===== src/rtl/irq_arb_pkg.sv =====
package irq_arb_pkg;

  localparam int unsigned N_SRC  = 6;
  localparam int unsigned N_GRP  = 3;
  localparam int unsigned IDX_W  = $clog2(N_SRC);
  localparam int unsigned GID_W  = 2;

  typedef enum logic [1:0] {
    SEL_PRIO = 2'd0,
    SEL_MASK = 2'd1,
    SEL_REQ  = 2'd2
  } reg_sel_e;

  typedef enum logic [1:0] {
    ARM_IDLE = 2'd0,
    ARM_PRIO = 2'd1,
    ARM_MASK = 2'd2,
    ARM_LIVE = 2'd3
  } arm_step_e;

  // group ids: 0 = A {3,5}, 1 = B {0,2}, 2 = C {1,4}
  function automatic logic [IDX_W-1:0] grp_first(input int g);
    case (g)
      0:       return IDX_W'(3);
      1:       return IDX_W'(0);
      default: return IDX_W'(4);
    endcase
  endfunction

  function automatic logic [IDX_W-1:0] grp_second(input int g);
    case (g)
      0:       return IDX_W'(5);
      1:       return IDX_W'(2);
      default: return IDX_W'(1);
    endcase
  endfunction

  function automatic int grp_swap_bit(input int g);
    case (g)
      0:       return 5;
      1:       return 2;
      default: return 1;
    endcase
  endfunction

  // returns {rank0, rank1, rank2} group ids, rank0 highest
  function automatic logic [3*GID_W-1:0] grp_order(input logic [2:0] code);
    case (code)
      3'b001:  return {2'd2, 2'd0, 2'd1};
      3'b010:  return {2'd0, 2'd1, 2'd2};
      3'b011:  return {2'd0, 2'd2, 2'd1};
      3'b100:  return {2'd1, 2'd2, 2'd0};
      3'b101:  return {2'd2, 2'd1, 2'd0};
      3'b110:  return {2'd1, 2'd0, 2'd2};
      default: return '0;
    endcase
  endfunction

endpackage


===== src/rtl/irq_cfg_regs.sv =====
module irq_cfg_regs
  import irq_arb_pkg::*;
#(
  parameter int unsigned W = N_SRC
) (
  input  logic         clk,
  input  logic         rst_n,
  input  logic         wr_en,
  input  logic [1:0]   wr_sel,
  input  logic [W-1:0] wr_data,
  output logic [W-1:0] prio_q,
  output logic [W-1:0] mask_q,
  output logic         armed_q
);

  logic        prio_we;
  logic        mask_we;
  logic        req_we;
  arm_step_e   step_q;
  arm_step_e   step_d;

  assign prio_we = wr_en && (wr_sel == SEL_PRIO);
  assign mask_we = wr_en && (wr_sel == SEL_MASK);
  assign req_we  = wr_en && (wr_sel == SEL_REQ);

  always_comb begin
    step_d = step_q;
    case (step_q)
      ARM_IDLE: if (prio_we) step_d = ARM_PRIO;
      ARM_PRIO: if (mask_we) step_d = ARM_MASK;
      ARM_MASK: if (req_we)  step_d = ARM_LIVE;
      default:               step_d = ARM_LIVE;
    endcase
  end

  always_ff @(posedge clk or negedge rst_n) begin
    if (!rst_n) begin
      step_q <= ARM_IDLE;
    end else begin
      step_q <= step_d;
    end
  end

  always_ff @(posedge clk or negedge rst_n) begin
    if (!rst_n) begin
      prio_q <= '0;
    end else if (prio_we) begin
      prio_q <= wr_data;
    end
  end

  always_ff @(posedge clk or negedge rst_n) begin
    if (!rst_n) begin
      mask_q <= '0;
    end else if (mask_we) begin
      mask_q <= wr_data;
    end
  end

  assign armed_q = (step_q == ARM_LIVE);

endmodule


===== src/rtl/irq_req_bank.sv =====
module irq_req_bank
  import irq_arb_pkg::*;
#(
  parameter int unsigned W  = N_SRC,
  parameter int unsigned IW = IDX_W
) (
  input  logic          clk,
  input  logic          rst_n,
  input  logic [W-1:0]  irq_in,
  input  logic          wr_en,
  input  logic [1:0]    wr_sel,
  input  logic [W-1:0]  wr_data,
  input  logic          ack,
  input  logic [IW-1:0] ack_idx,
  output logic [W-1:0]  req_q
);

  logic [W-1:0] irq_prev_q;
  logic [W-1:0] rise;
  logic [W-1:0] ack_clr;
  logic [W-1:0] req_d;
  logic         req_we;

  assign req_we = wr_en && (wr_sel == SEL_REQ);
  assign rise   = irq_in & ~irq_prev_q;

  genvar i;
  generate
    for (i = 0; i < W; i++) begin : g_clr
      assign ack_clr[i] = ack && (ack_idx == IW'(i));
    end
  endgenerate

  always_comb begin
    if (req_we) begin
      req_d = wr_data;
    end else begin
      req_d = (req_q & ~ack_clr) | rise;
    end
  end

  always_ff @(posedge clk or negedge rst_n) begin
    if (!rst_n) begin
      irq_prev_q <= '0;
      req_q      <= '0;
    end else begin
      irq_prev_q <= irq_in;
      req_q      <= req_d;
    end
  end

endmodule


===== src/rtl/irq_pair_rank.sv =====
module irq_pair_rank
  import irq_arb_pkg::*;
#(
  parameter int unsigned W  = N_SRC,
  parameter int unsigned NG = N_GRP,
  parameter int unsigned IW = IDX_W
) (
  input  logic [W-1:0]  elig,
  input  logic [W-1:0]  prio,
  output logic          hit,
  output logic [IW-1:0] idx
);

  localparam int unsigned NG_P = 1 << GID_W;

  logic [NG_P-1:0] grp_any;
  logic [IW-1:0]   grp_pick [NG_P];
  logic [2:0]      code;
  logic            code_ok;
  logic [3*GID_W-1:0] order;

  genvar g;
  generate
    for (g = 0; g < NG_P; g++) begin : g_grp
      if (g < NG) begin : g_real
        localparam logic [IW-1:0] FIRST  = grp_first(g);
        localparam logic [IW-1:0] SECOND = grp_second(g);
        localparam int            SWAP   = grp_swap_bit(g);
        logic first_on;
        logic second_on;
        assign first_on    = elig[FIRST];
        assign second_on   = elig[SECOND];
        assign grp_any[g]  = first_on | second_on;
        assign grp_pick[g] = prio[SWAP] ? (first_on ? FIRST : SECOND)
                                        : (second_on ? SECOND : FIRST);
      end else begin : g_pad
        assign grp_any[g]  = 1'b0;
        assign grp_pick[g] = '0;
      end
    end
  endgenerate

  assign code    = {prio[4], prio[3], prio[0]};
  assign code_ok = (code != 3'b000) && (code != 3'b111);
  assign order   = grp_order(code);

  always_comb begin
    logic          found;
    logic [IW-1:0] pick;
    found = 1'b0;
    pick  = '0;
    for (int r = NG - 1; r >= 0; r--) begin
      logic [GID_W-1:0] gid;
      gid = order[(3 - r) * GID_W - 1 -: GID_W];
      if (grp_any[gid]) begin
        found = 1'b1;
        pick  = grp_pick[gid];
      end
    end
    hit = found && code_ok;
    idx = (found && code_ok) ? pick : '0;
  end

endmodule


===== src/rtl/irq_pair_arbiter.sv =====
module irq_pair_arbiter
  import irq_arb_pkg::*;
#(
  parameter int unsigned W  = N_SRC,
  parameter int unsigned IW = IDX_W
) (
  input  logic          clk,
  input  logic          rst_n,
  input  logic [W-1:0]  irq_in,
  input  logic          wr_en,
  input  logic [1:0]    wr_sel,
  input  logic [W-1:0]  wr_data,
  input  logic          glob_en,
  input  logic          ack,
  input  logic [IW-1:0] ack_idx,
  output logic [IW-1:0] vec_idx,
  output logic          vec_valid
);

  logic          rst_meta_q;
  logic          rst_sync_n;
  logic [W-1:0]  prio_q;
  logic [W-1:0]  mask_q;
  logic [W-1:0]  req_q;
  logic          armed_q;
  logic [W-1:0]  elig;
  logic          hit;
  logic [IW-1:0] pick;
  logic          valid_d;
  logic [IW-1:0] idx_d;

  always_ff @(posedge clk or negedge rst_n) begin
    if (!rst_n) begin
      rst_meta_q <= 1'b0;
      rst_sync_n <= 1'b0;
    end else begin
      rst_meta_q <= 1'b1;
      rst_sync_n <= rst_meta_q;
    end
  end

  irq_cfg_regs #(.W(W)) u_cfg (
    .clk     (clk),
    .rst_n   (rst_sync_n),
    .wr_en   (wr_en),
    .wr_sel  (wr_sel),
    .wr_data (wr_data),
    .prio_q  (prio_q),
    .mask_q  (mask_q),
    .armed_q (armed_q)
  );

  irq_req_bank #(.W(W), .IW(IW)) u_req (
    .clk     (clk),
    .rst_n   (rst_sync_n),
    .irq_in  (irq_in),
    .wr_en   (wr_en),
    .wr_sel  (wr_sel),
    .wr_data (wr_data),
    .ack     (ack),
    .ack_idx (ack_idx),
    .req_q   (req_q)
  );

  assign elig = req_q & mask_q & {W{glob_en}};

  irq_pair_rank #(.W(W), .IW(IW)) u_rank (
    .elig (elig),
    .prio (prio_q),
    .hit  (hit),
    .idx  (pick)
  );

  always_comb begin
    valid_d = hit && armed_q;
    idx_d   = valid_d ? pick : '0;
  end

  always_ff @(posedge clk or negedge rst_sync_n) begin
    if (!rst_sync_n) begin
      vec_valid <= 1'b0;
      vec_idx   <= '0;
    end else begin
      vec_valid <= valid_d;
      vec_idx   <= idx_d;
    end
  end

endmodule


===== config.mk =====
export PLATFORM = sky130hd
export DESIGN_NAME = irq_pair_arbiter
export DESIGN_NICKNAME = d
export VERILOG_FILES = /design/src/rtl/irq_arb_pkg.sv /design/src/rtl/irq_cfg_regs.sv /design/src/rtl/irq_req_bank.sv /design/src/rtl/irq_pair_rank.sv /design/src/rtl/irq_pair_arbiter.sv
export SDC_FILE = /design/constraint.sdc
export NUM_CORES = 1
export LEC_CHECK = 0
export BUFFER_PORTS_ARGS = -buffer_cell sky130_fd_sc_hd__buf_4
export CAP_MARGIN = 20
export CORE_MARGIN = 4
export CORE_UTILIZATION = 53
export CTS_BUF_LIST = sky130_fd_sc_hd__clkbuf_8
export DETAILED_ROUTE_END_ITERATION = 10
export PLACE_DENSITY = 0.78
export SLEW_MARGIN = 15
export SYNTH_ARGS = -nofsm -noshare
export SYNTH_HDL_FRONTEND = slang
export SYNTH_SLANG_ARGS = --single-unit

===== constraint.sdc =====
create_clock -name clk -period 0.9 [get_ports clk]
set_input_delay 0.18 -clock clk [delete_from_list [all_inputs] [get_ports clk]]
set_output_delay 0.18 -clock clk [all_outputs]
set_load 0.02 [all_outputs]

==> results by stage <==
Run status:
- The run finished, with violations left.
- The final reports fail on setup timing.

Clock network:
- The library cell used as clock root buffer is sky130_fd_sc_hd__clkbuf_8.
- The number of clock sinks is 32.
- In this run the number of H-tree levels came out at 2.
- The clock network latency to the later pin of the worst-skew pair is 0.29 ns.
- TritonCTS built the clock tree.
- The clock passes through at most 2 buffers.
- The number of buffers inserted during clock tree synthesis is 5.
- Clock-pin slew was measured on the worst setup and hold paths at 0.08 ns.

Setup path:
- Walking the worst path, the cells encountered are a22o_4 -> nand3_4 -> o211ai_2 -> a22oi_4 -> mux2i_1 -> a22o_1.
- The critical path launch point is u_req.req_q[3]$_DFF_PN0_.
- The critical path start-end classification is flop to flop.
- The endpoint identified for the worst register-to-register timing path is vec_idx[0]$_DFF_PN0_.
- STA classifies the critical path startpoint as a flop.
- For this run, the slowest stage of the critical path takes about 0.45 ns.
- At the worst endpoint, the required time is 1.07 ns.
- The worst setup path is captured at a flop.
- In this run the worst path has a maximum fanout of 5.
- Following the worst setup path forward leads to its endpoint at vec_idx[0]$_DFF_PN0_.
- The critical register-to-register path startpoint is u_req.req_q[3]$_DFF_PN0_.
- The standard cell with the maximum stage delay on the critical path is sky130_fd_sc_hd__dfrtp_2.
- Data on the critical path arrives at its endpoint at 1.95 ns.
- The slack of the worst reg-to-reg path is -0.88 ns.
- For the worst flop-to-flop path, the logic depth is 6.

Place:
- Port buffering added 25 buffers.
- Once detailed placement completed, the half-perimeter wirelength came to about 4000 um.
- The setup slack at placement is -0.7982 ns.
- The standard cell area after detailed placement is 2472 sq um.
- The final weighted congestion in routability-driven placement is slightly below 0.9.

Finish:
- The repair_antennas step left the layout with diodes totalling 0.
- The area growth from synthesis to layout is 53.52%.
- The post-route cell area is 2810 sq um.
- The fraction of final layout cells sized beyond drive strength 1 is 0.5094.
- Fill cells in the final layout number 193.
- The count of nets after finishing is ~290.

Logic synthesis:
- The area of the mapped netlist is approximately 1800 sq um.
- The count of different cell masters after synthesis is 53.
- The post-synth net total is 204.
- After synthesis, the share of flip-flops with an asynchronous set or reset is 1.000.
- The post-synthesis average cell area is 10.06 sq um.
- The number of enable flip-flop cells after synthesis is 0.
- The number of synthesized register bits is 32.
- Yosys printed 0 warnings.
- For this run, the register share of the synthesized area comes to 0.4375.
- For this run, the leading register cell type out of synthesis is sky130_fd_sc_hd__dfrtp_1.
- The instance count of the mapped netlist is 182.

Drt:
- The first routing iteration left between 150 and 200 violations.
- The overall via count from detail_route is 1886.
- The detailed-router iteration count before antenna repair is 4.
- The number of remaining DRC errors is 0.
- The final antenna-violating net count is 0.
- Dividing the detail-routed wire length by the instance count gives 19.91 um.
- The total wire length after detailed routing is 6191 um.
- Using the TritonRoute via totals, the vias-per-cell ratio works out to 6.064.

Pwr:
- The areal power density over the cells is 2081 nW/um^2.
- Summed over all cells, the static leakage comes to 1.243 nW.
- Across the VDD grid, the largest voltage drop is 0.001604 V.

Timing:
- Of the available clock period, the critical path in the final layout requires 1.977.
- For the final database, setup skew stands at about 0.0095 ns.
- The final max-slew violation count was 0.
- Setup repair after global routing could not meet its margin everywhere.
- After layout, the minimum clock period comes to 1.779 ns.
- The achievable clock frequency is 562.2 MHz.
- Setup violations remaining at the end of the flow were counted as 14.
- The final count of hold timing violations is 0.
- Setup slack on the critical path of the routed design comes to -0.8789 ns.

Global route:
- The global routing usage summed across all routing layers is 0.2839.
- The total global routing overflow is 0.
- The largest net degree at the start of global routing is 31.
- The via count of the first global-routing pass is 1868.
- The first global-routing pass estimated 9349 um of wire.
- The number of antenna violations at the first check in global routing is 0.

Hold path:
- The class of the worst hold path is primary input to flop.

Floorplanning:
- The initial utilization of the core area, before any placement, comes to 0.5486.
- From bottom edge to top edge, the die measures 66.77 um.
- The area of the die is 4458 sq um.
- The initialized floorplan defines 21 standard-cell rows.
- The placeable core area is 3337 sq um.
- The width of the die is 66.77 um.
- Pin placement for this block handled 26 I/O pins.

Job:
- The number of violations of the max-capacitance limit is 0.
[flip-flops by register name (all words and copies together) (netlist names)]
signal            flops
rst_meta_q            1
vec_idx               3
u_cfg.prio_q          6
u_cfg.mask_q          6
u_req.irq_prev_q      6
u_cfg.step_q          2
u_req.req_q           6
rst_sync_n            1
vec_valid             1
[timing repair]
action                                 in CTS  in global routing
pin swaps                                   3                  3
buffers inserted                            5                  4
endpoints found under the hold margin       3                  4
gates resized for setup                    17                 24
setup endpoints to repair                  15                 19
hold buffers                                2                  4
[power breakdown]
part           switching (mW)  internal (mW)
Sequential              0.240           1.68
Clock                   0.595          0.539
Combinational            1.32           1.47
Total                    2.16           3.69
[metrics by stage]
step	utilization	setup TNS, ns	hold WS (ns)	cells	power, mW
after floorplan	-	-2.686	-0.1156	182	3.261
after global placement	0.7409	-5.074	-0.03740	292	4.161
after detailed placement	0.7409	-5.745	-0.03731	292	4.226
after CTS	0.7994	-3.662	0.0003508	304	5.547
after global routing	0.8421	-4.355	0.002535	311	6.166
final	0.8421	-3.854	0.007993	311	5.847
[synth_stat cells (2+ instances only)]
master                      count  area (sq um)
sky130_fd_sc_hd__nand3_1        5         25.02
sky130_fd_sc_hd__o21ai_0       10         50.05
sky130_fd_sc_hd__a21oi_1       13         65.06
sky130_fd_sc_hd__nand2_2        2         12.51
sky130_fd_sc_hd__and3_1         2         12.51
sky130_fd_sc_hd__nand2_1       14         52.55
sky130_fd_sc_hd__a22oi_1        2         15.01
sky130_fd_sc_hd__dfrtp_1       32         800.8
sky130_fd_sc_hd__o2bb2ai_1      5         43.79
sky130_fd_sc_hd__a22o_1         2         17.52
sky130_fd_sc_hd__nand2b_1       4         25.02
sky130_fd_sc_hd__nor2b_1        8         50.05
sky130_fd_sc_hd__o21bai_1       2         15.01
sky130_fd_sc_hd__nor3_1         2         10.01
sky130_fd_sc_hd__nand3b_1       2         15.01
sky130_fd_sc_hd__o22ai_1        5         31.28
sky130_fd_sc_hd__buf_6          3         33.78
sky130_fd_sc_hd__clkbuf_1       4         15.01
sky130_fd_sc_hd__inv_1          3         11.26
sky130_fd_sc_hd__o221ai_1       3         26.28
sky130_fd_sc_hd__a31oi_1        6         37.54
sky130_fd_sc_hd__mux2_2        10         112.6
sky130_fd_sc_hd__nor2_1        13         48.80
[metal layers]
layer	global-route usage	routed length [um]	vias to the layer above
met1	0.3531	2310	937
met4	0.08629	163	0
li1	-	-	848
met5	0	0	-
met2	0.4876	3343	77
met3	0.06408	375	24
[area by class of cell]
type / count / area, sq um / share of cell area
inverter: 3 / 13.76 / 0.004898
tap: 46 / 57.56 / 0.02048
timing repair buffer: 83 / 728.2 / 0.2591
clock buffer: 5 / 68.82 / 0.02449
sequential: 32 / 807.0 / 0.2872
clock inverter: 3 / 18.77 / 0.006679
multi-input combinational: 139 / 1116 / 0.3971
[placed cells by master (no fill, tap or decap), types with 3 or more instances in the layout]
master / synthesis / final
sky130_fd_sc_hd__mux2_4: 0 / 5
sky130_fd_sc_hd__buf_12: 0 / 3
sky130_fd_sc_hd__mux2_2: 10 / 5
sky130_fd_sc_hd__nand3_1: 5 / 5
sky130_fd_sc_hd__o21ai_2: 1 / 3
sky130_fd_sc_hd__dfrtp_1: 32 / 27
sky130_fd_sc_hd__a21oi_1: 13 / 8
sky130_fd_sc_hd__buf_4: 1 / 60
sky130_fd_sc_hd__o22ai_1: 5 / 5
sky130_fd_sc_hd__dfrtp_2: 0 / 5
sky130_fd_sc_hd__o21ai_0: 10 / 7
sky130_fd_sc_hd__nor2_1: 13 / 11
sky130_fd_sc_hd__clkbuf_8: 0 / 5
sky130_fd_sc_hd__nand2_2: 2 / 3
sky130_fd_sc_hd__dlygate4sd3_1: 0 / 6
sky130_fd_sc_hd__a21oi_2: 1 / 6
sky130_fd_sc_hd__buf_6: 3 / 14
sky130_fd_sc_hd__nor2b_1: 8 / 7
sky130_fd_sc_hd__o221ai_1: 3 / 3
sky130_fd_sc_hd__nand2b_1: 4 / 3
sky130_fd_sc_hd__o2bb2ai_1: 5 / 3
sky130_fd_sc_hd__nand2_1: 14 / 13
sky130_fd_sc_hd__a31oi_1: 6 / 5
[cell families (layout without fill, tap and decap cells)]
| kind of cell | after synthesis | after routing | synth area share |
|---|---|---|---|
| AOI/OAI and AO/OA | 66 | 66 | 0.2755 |
| xor gates and xnor gates | 1 | 1 | 0.004786 |
| buffers and inverters | 11 | 94 | 0.03691 |
| DFF | 32 | 32 | 0.4375 |
| muxes | 12 | 12 | 0.07450 |
| other | 1 | 1 | 0.002049 |
| and+or+nand+nor | 59 | 59 | 0.1688 |
[worst min path at each step]
stage | from | end | slack [ns] | depth (start not counted)
finish | irq_in[1] | u_req.irq_prev_q[1]$_DFF_PN0_ | 0.008 | 1
global route | irq_in[1] | u_req.irq_prev_q[1]$_DFF_PN0_ | 0.003 | 1
CTS | irq_in[5] | u_req.irq_prev_q[5]$_DFF_PN0_ | 0.0004 | 1
detailed placement | rst_n | rst_meta_q$_DFF_PN0_ | -0.04 | 1
global placement | rst_n | rst_meta_q$_DFF_PN0_ | -0.04 | 1
floorplan | rst_n | rst_meta_q$_DFF_PN0_ | -0.12 | 0
[critical path: cells and delay by family (launching register included)]
family	cells	cell delay (ns)
compound gates	4	0.97
mux	1	0.13
simple gates	1	0.10
flops	1	0.45
Note: power is estimated with default switching activity, not from simulation.
